### src/rtl/irqn_pkg.sv
// Package: shared constants and types of the interrupt polarity converter.
// Assumes a 32-bit register bus with word-aligned channel slots.
package irqn_pkg;

    localparam int BUS_W   = 32;
    localparam int EN_BIT  = 16;
    localparam int LVL_BIT = 9;
    localparam int POL_BIT = 8;

    // Stored fields of one channel configuration word
    typedef struct packed {
        logic en;
        logic lvl;
        logic pol;
    } chan_cfg_t;

    // Build the bus image of a configuration; unstored bits are zero
    function automatic logic [BUS_W-1:0] cfg_to_word(chan_cfg_t c);
        logic [BUS_W-1:0] w;
        w          = '0;
        w[EN_BIT]  = c.en;
        w[LVL_BIT] = c.lvl;
        w[POL_BIT] = c.pol;
        return w;
    endfunction

    // Extract the stored fields from a bus word
    function automatic chan_cfg_t word_to_cfg(logic [BUS_W-1:0] w);
        chan_cfg_t c;
        c.en  = w[EN_BIT];
        c.lvl = w[LVL_BIT];
        c.pol = w[POL_BIT];
        return c;
    endfunction

endpackage

### src/rtl/irqn_sync.sv
// Module: two-stage synchronizer for a vector of asynchronous pins.
// Assumes each bit is an independent quasi-static signal; no bus coherency.
module irqn_sync #(
    parameter int W = 2
) (
    input  logic         clk,
    input  logic         rst_n,
    input  logic [W-1:0] async_i,
    output logic [W-1:0] sync_o
);

    logic [W-1:0] meta_q;
    logic [W-1:0] stable_q;

    // Capture the pins, then re-register to settle metastability
    always_ff @(posedge clk) begin
        if (!rst_n) begin
            meta_q   <= '0;
            stable_q <= '0;
        end else begin
            meta_q   <= async_i;
            stable_q <= meta_q;
        end
    end

    assign sync_o = stable_q;

endmodule

### src/rtl/irqn_regs.sv
// Module: configuration word bank on the register bus.
// Slot 0 is a read-as-zero global word; channel n lives at word index n+1.
// Assumes single-cycle writes qualified by bus_sel and bus_wr.
module irqn_regs
    import irqn_pkg::*;
#(
    parameter int NCH    = 2,
    parameter int ADDR_W = 8
) (
    input  logic                  clk,
    input  logic                  rst_n,
    input  logic                  bus_sel,
    input  logic                  bus_wr,
    input  logic [ADDR_W-1:0]     bus_addr,
    input  logic [BUS_W-1:0]      bus_wdata,
    output logic [BUS_W-1:0]      bus_rdata,
    output chan_cfg_t [NCH-1:0]   cfg_o,
    output logic [NCH-1:0]        type_chg_o
);

    localparam int IDX_W = ADDR_W - 2;

    logic [IDX_W-1:0] widx;
    chan_cfg_t        wr_cfg;
    logic             unused_bits;

    assign widx        = bus_addr[ADDR_W-1:2];
    assign wr_cfg      = word_to_cfg(bus_wdata);
    assign unused_bits = ^{bus_addr[1:0], bus_wdata};

    generate
        for (genvar n = 0; n < NCH; n++) begin : g_slot
            logic      hit;
            chan_cfg_t cfg_q;

            assign hit = bus_sel && bus_wr && (widx == IDX_W'(n + 1));

            // Hold the channel configuration, loaded by a matching write
            always_ff @(posedge clk) begin
                if (!rst_n) begin
                    cfg_q <= '0;
                end else if (hit) begin
                    cfg_q <= wr_cfg;
                end
            end

            assign cfg_o[n]      = cfg_q;
            assign type_chg_o[n] = hit &&
                ({wr_cfg.lvl, wr_cfg.pol} != {cfg_q.lvl, cfg_q.pol});
        end
    endgenerate

    // Return the addressed channel word, zero for the global or unmapped slots
    always_comb begin
        bus_rdata = '0;
        for (int n = 0; n < NCH; n++) begin
            if (bus_sel && (widx == IDX_W'(n + 1))) begin
                bus_rdata = cfg_to_word(cfg_o[n]);
            end
        end
    end

endmodule

### src/rtl/irqn_chan.sv
// Module: sense logic of one channel.
// Turns a synchronized pin into an active-high level or a one-cycle pulse.
// Assumes sync_i is already in the clk domain; type_chg_i pulses on the
// same edge that loads a new type into cfg_i.
module irqn_chan
    import irqn_pkg::*;
(
    input  logic      clk,
    input  logic      rst_n,
    input  chan_cfg_t cfg_i,
    input  logic      type_chg_i,
    input  logic      sync_i,
    output logic      irq_o
);

    logic edge_x;
    logic level_x;
    logic prev_q;
    logic armed_q;
    logic irq_q;

    // Normalize the pin so the selected sense becomes active-high
    assign edge_x  = cfg_i.pol ? ~sync_i : sync_i;
    assign level_x = cfg_i.pol ?  sync_i : ~sync_i;

    // Track edge history, re-arm after a type change, register the output
    always_ff @(posedge clk) begin
        if (!rst_n) begin
            prev_q  <= 1'b0;
            armed_q <= 1'b0;
            irq_q   <= 1'b0;
        end else begin
            prev_q  <= edge_x;
            armed_q <= ~type_chg_i;
            if (!cfg_i.en) begin
                irq_q <= 1'b0;
            end else if (cfg_i.lvl) begin
                irq_q <= level_x;
            end else begin
                irq_q <= armed_q & edge_x & ~prev_q;
            end
        end
    end

    assign irq_o = irq_q;

endmodule

### src/rtl/irq_sense_norm.sv
// Module: top of the external interrupt polarity converter.
// Synchronizes NCH pins, applies each channel's configured sense and
// drives parent-compatible active-high levels or rising pulses.
// Assumes the parent samples irq_out in the clk domain.
module irq_sense_norm
    import irqn_pkg::*;
#(
    parameter int NCH    = 2,
    parameter int ADDR_W = 8
) (
    input  logic              clk,
    input  logic              rst_n,
    input  logic              bus_sel,
    input  logic              bus_wr,
    input  logic [ADDR_W-1:0] bus_addr,
    input  logic [31:0]       bus_wdata,
    output logic [31:0]       bus_rdata,
    input  logic [NCH-1:0]    pin_in,
    output logic [NCH-1:0]    irq_out
);

    chan_cfg_t [NCH-1:0] cfg_w;
    logic [NCH-1:0]      type_chg_w;
    logic [NCH-1:0]      sync_w;

    irqn_regs #(
        .NCH    (NCH),
        .ADDR_W (ADDR_W)
    ) u_regs (
        .clk        (clk),
        .rst_n      (rst_n),
        .bus_sel    (bus_sel),
        .bus_wr     (bus_wr),
        .bus_addr   (bus_addr),
        .bus_wdata  (bus_wdata),
        .bus_rdata  (bus_rdata),
        .cfg_o      (cfg_w),
        .type_chg_o (type_chg_w)
    );

    irqn_sync #(
        .W (NCH)
    ) u_sync (
        .clk     (clk),
        .rst_n   (rst_n),
        .async_i (pin_in),
        .sync_o  (sync_w)
    );

    generate
        for (genvar n = 0; n < NCH; n++) begin : g_chan
            irqn_chan u_chan (
                .clk        (clk),
                .rst_n      (rst_n),
                .cfg_i      (cfg_w[n]),
                .type_chg_i (type_chg_w[n]),
                .sync_i     (sync_w[n]),
                .irq_o      (irq_out[n])
            );
        end
    endgenerate

endmodule

### config.mk
export PLATFORM = sky130hd
export DESIGN_NAME = irq_sense_norm
export DESIGN_NICKNAME = d
export VERILOG_FILES = /design/src/rtl/irqn_pkg.sv /design/src/rtl/irqn_sync.sv /design/src/rtl/irqn_regs.sv /design/src/rtl/irqn_chan.sv /design/src/rtl/irq_sense_norm.sv
export SDC_FILE = /design/constraint.sdc
export NUM_CORES = 1
export LEC_CHECK = 0
export ABC_AREA = 1
export BUFFER_PORTS_ARGS = -buffer_cell sky130_fd_sc_hd__buf_2
export CAP_MARGIN = 10
export CORE_MARGIN = 2
export CORE_UTILIZATION = 25
export CTS_CLUSTER_DIAMETER = 50
export DETAILED_ROUTE_END_ITERATION = 8
export GPL_TIMING_DRIVEN = 0
export SYNTH_ARGS = -nofsm -noshare
export SYNTH_HDL_FRONTEND = slang
export SYNTH_HIERARCHICAL = 1
export SYNTH_SLANG_ARGS = --single-unit
### constraint.sdc
create_clock -name clk -period 2.2 [get_ports clk]
set_input_delay 0.44 -clock clk [delete_from_list [all_inputs] [get_ports clk]]
set_output_delay 0.44 -clock clk [all_outputs]
set_load 0.02 [all_outputs]
; Word level (Yosys, flattened, before mapping)
; Index checks and enable logic that the tools add are counted.
[totals]
register_bits = 16
[op_classes]
eq_ne = 4
mux = 8
bitwise_logic = 10
reduce_logical = 9
[op_table]
columns = cell, count
row1 = 2-to-1 mux 17 bit, 2
row2 = logical AND 1 bit, 7
row3 = == test 6 x 1 -> 1 bit (second input constant), 1
row4 = == test 6 x 2 -> 1 bit (second input constant), 1
row5 = 2-to-1 mux 1 bit, 6
row6 = NOT 1 bit, 6
row7 = AND 1 bit, 4
row8 = != test 2 bit, 2
row9 = AND reduction 2 bit, 2

; Logic depth before layout (Yosys ltp)
[logic_depth]
depth_word = 5
ltp_mapped = 6

; Hierarchy
; Netlist, hierarchy kept.
[modules_own_cells]
columns = module, instances, cells_per_inst, area_each_um2
row1 = irqn_regs, 1, 95, 638.1
row2 = irqn_chan, 2, 23, 136.4
row3 = irqn_sync, 1, 12, 110.1

; Worst setup path after synthesis
; OpenSTA, ideal clock, no wires.
[synth_path]
kind = input port to output port
from = input bus_addr[5]
to = output bus_rdata[8]
t_arrival_ns = 1.036
required_time_ns = 1.760
path_slack_ns = 0.724
stages = 5
n_path_buf = 0
cell_sequence = nor2_2 -> nand2_2 -> nor2_4 -> nand3_1 -> nand2_1
[synth_via]
elab_chain_len = 4
word_cells_on_any_way = 6
classes_between = eq/ne: 2 / mux: 2 / reduce/logical: 2
[synth_lines]
columns = item, line_no
row1 = from (decl), irq_sense_norm.sv:15  ; input logic [ADDR_W-1:0] bus_addr,
row2 = == test 6 x 1 -> 1 bit, irqn_regs.sv:57  ; if (bus_sel && (widx == IDX_W'(n + 1))) begin
row3 = logical AND 1 bit, irqn_regs.sv:57
row4 = 2-to-1 mux 17 bit, irqn_regs.sv:57
row5 = 2-to-1 mux 17 bit *, irqn_regs.sv:57
row6 = to (decl), irq_sense_norm.sv:17  ; output logic [31:0] bus_rdata,
; Every way passes the cells marked *; elsewhere a longest branch is shown, timed or not.

; Worst setup path after layout
; Same ends and word-level chain as after synthesis.

==> metrics.csv <==
stage,metric,value,unit
pwr,maximum vdd drop,0.1714,mV
die,Core Footprint,0.003971,sq mm
drt,Initial DRT Pass Iterations,4,
sta,Final Slew Violations,0,
synthesis,"Seq/Total Area, Yosys",0.3137,
worst_setup_path,"CP delay by family, top",simple AND/OR/NAND/NOR gates,
layout,fin util,0.3336,
cts,cts repair resizes,0,
die,die area,0.004611,sq mm
pwr,Tot Pwr,0.0006458,W
grt,gr usage total,0.07967,
layout,area grow syn2layout,29.78,%
sta,clk_skew,0.001013,ns
cts,CTS tree,yes,
grt,largest net degree at the start of global routing,15,
grt,initial antenna violation count,0,
worst_setup_path,CP required,1.76,ns
place,PortBufs,19,
sta,ratio of final minimum period to clock period,0.7786,
place,Final HPWL DP,1.454,mm
die,Initial Util,0.2571,
cts,postcts setup bufs,0,
layout,Final nets,251,
drt,DRT Wirelength,1.743,mm
worst_setup_path,CP max stage delay,0.16,ns
cts,CTS sink count,16,
worst_setup_path,Slowest cell on crit path,buf_2,
worst_setup_path,Reg2Reg Setup Slack,1.31,ns
drt,Post-DRT Antenna Nets,0,
run,max cap viols,0,
worst_setup_path,Reg2Reg Depth,5,
drt,DR DRC count,0,
worst_setup_path,R2R Path End,g_chan[0].u_chan/irq_o$_SDFF_PN0_,
die,Chip Height,67.91,um
cts,CTS buffer count,3,
die,standard-cell rows,23,
grt,Congestion Overflow GR,0,
synthesis,Post-Syn Area per Cell,6.673,sq um
worst_setup_path,Worst R2R Start,u_regs/cfg_o[0]$_SDFFE_PN0P_,
worst_setup_path,Buf/Inv on CP,2,
worst_setup_path,WP data arrival,1.27,ns
synthesis,number of synthesized register bits,16,
die,io pins,80,
drt,1st-iter DRT viols,21,
synthesis,Mapped Area,0.001021,sq mm
synthesis,yosys warns,6,
sta,min Tclk post-route,1.713,ns
cts,# H-tree levels,1,
outcome,status,finished clean,
sta,Total Negative Setup Slacks,0,ns
grt,vias in the first global route,674,
cts,CTS root buf,clkbuf_8,
drt,Vias per Instance,3.518,
worst_setup_path,Setup Crit Path Kind,in2out,
pwr,PD cells,487.4,mW/mm^2
worst_setup_path,CP most frequent cell,buf_2,
worst_hold_path,startpoint of the worst hold path,pin_in[0],
worst_setup_path,Setup crit end kind,primary output,
place,gpl congestion,0.8255,
worst_setup_path,CP cell instances,buf_2 > nor2_2 > nand2_2 > nor2_4 > nand3_1 > nand2_1 > buf_2,
layout,share of layout cells above drive strength 1,0.2956,
synthesis,number of distinct library cells after synthesis,14,
cts,clk buf depth,2,
worst_setup_path,Worst setup SP type,input port,
synthesis,Mapped Cells,153,
cts,Worst-Skew Late Latency,0.24,ns
sta,Final WS setup,0.4871,ns
sta,# setup viols final,0,
worst_hold_path,hold path depth,3,
place,post-place setup slack,0.4705,ns
drt,Avg WL per Cell,6.889,um
worst_hold_path,Hold EP,u_sync/meta_q[0]$_SDFF_PN0_,
synthesis,"area leader, netlist",dfxtp_1,
sta,unrepaired setup endpoints after global routing,false,
sta,maximum clock rate,583.8,MHz
synthesis,synth top area cells,"dfxtp_1, buf_4, nand2_1",
cts,CTS Hold Bufs,0,
layout,n_diodes,0,
grt,first-pass GRT wire length,2.697,mm
sta,"Hold Vio Cnt, Final",0,
pwr,leak pwr,0.7895,nW
cts,clock-pin slew on the worst setup and hold paths,0.06,ns
drt,vias,890,
die,Die X,67.91,um
synthesis,Yosys top cell area share,0.3137,
worst_setup_path,CP max FO,6,
worst_hold_path,HP Class,in2reg,
## report_power, final
group	leakage, nW	internal [W]	switching, W
logic	0.637	0.0000547	0.0000808
clock network	0.0216	0.000121	0.0000895
registers	0.131	0.000297	0.00000266
total	0.790	0.000473	0.000173
## cell families (layout without fill, tap and decap cells)
kind of cell | count (synthesis) | in the layout | share of synthesized area
flip-flops | 16 | 16 | 0.3137
AND/OR/NAND/NOR | 78 | 78 | 0.3358
buffers and inverters | 52 | 74 | 0.2978
XOR/XNOR | 4 | 4 | 0.03431
other | 1 | 29 | 0.003673
AO/OA/AOI/OAI | 2 | 2 | 0.01470
## how the worst max path moves through the flow
| stage | from | endpoint | slack (ns) | cells past startpoint |
|---|---|---|---|---|
| after floorplan | bus_addr[5] | bus_rdata[8] | 0.72 | 5 |
| after global placement | bus_addr[5] | bus_rdata[8] | 0.48 | 7 |
| after detailed placement | bus_addr[7] | bus_rdata[8] | 0.47 | 7 |
| after CTS | bus_addr[7] | bus_rdata[8] | 0.47 | 7 |
| after global routing | bus_addr[5] | bus_rdata[9] | 0.36 | 7 |
| final | bus_addr[5] | bus_rdata[8] | 0.49 | 7 |
## routing by layer
metal	up-vias	part of all wire	global-route usage	wire length (um)
li1	496	-	-	-
met1	355	0.45	0.09524	790
met2	34	0.43	0.1262	749
met3	5	0.084	0.01480	146
met4	0	0.033	0.06000	57
met5	-	0	0	0
## worst reg2reg max path: stages, from the launching register on
cell,delay (ns)
dfxtp_1,0.43
inv_1,0.08
nand2_1,0.06
nand2_1,0.06
nor2_1,0.10
nor2_1,0.05
## flip-flops by register name, indices dropped and copies added, names as in the netlist
register and count:
g_chan.u_chan/armed_q 2, g_chan.u_chan/irq_o 2, u_regs/cfg_o 6, g_chan.u_chan/prev_q 2
u_sync/meta_q 2, u_sync/sync_o 2
## metrics by stage
step	hold slack, ns	instance area [sq um]	cells
global route	0.3810	1325	253
global placement	0.3936	1284	250
CTS	0.3660	1325	253
finish	0.3705	1325	253
detailed placement	0.4008	1284	250
floorplan	0.3900	1126	181
## cells in the mapped netlist (all sizes together)
cell   instances
inv           23
nand2         36
nor2          29
o21a           2
nand3         12
buf           29
xor2           4
conb           1
nor3           1
dfxtp         16
## layout by cell type, fill, tap and decap left out, drive strengths merged
cell type  netlist  routed
clkbuf           0       3
o21a             2       2
nor2            29      29
nand3           12      12
inv             23      23
dfxtp           16      16
conb             1      29
nor3             1       1
xor2             4       4
buf             29      48
nand2           36      36
## layout make-up
type	instances	area (sq um)
fillers	435	2646
repair buffers	19	95.09
flip-flops and latches	16	320.3
plain buffers	29	217.7
clock buffers	3	41.29
inverters	23	86.33
multi-input cells	113	501.7
well taps	50	62.56
No activity file was read; power rests on OpenSTA's default activity.
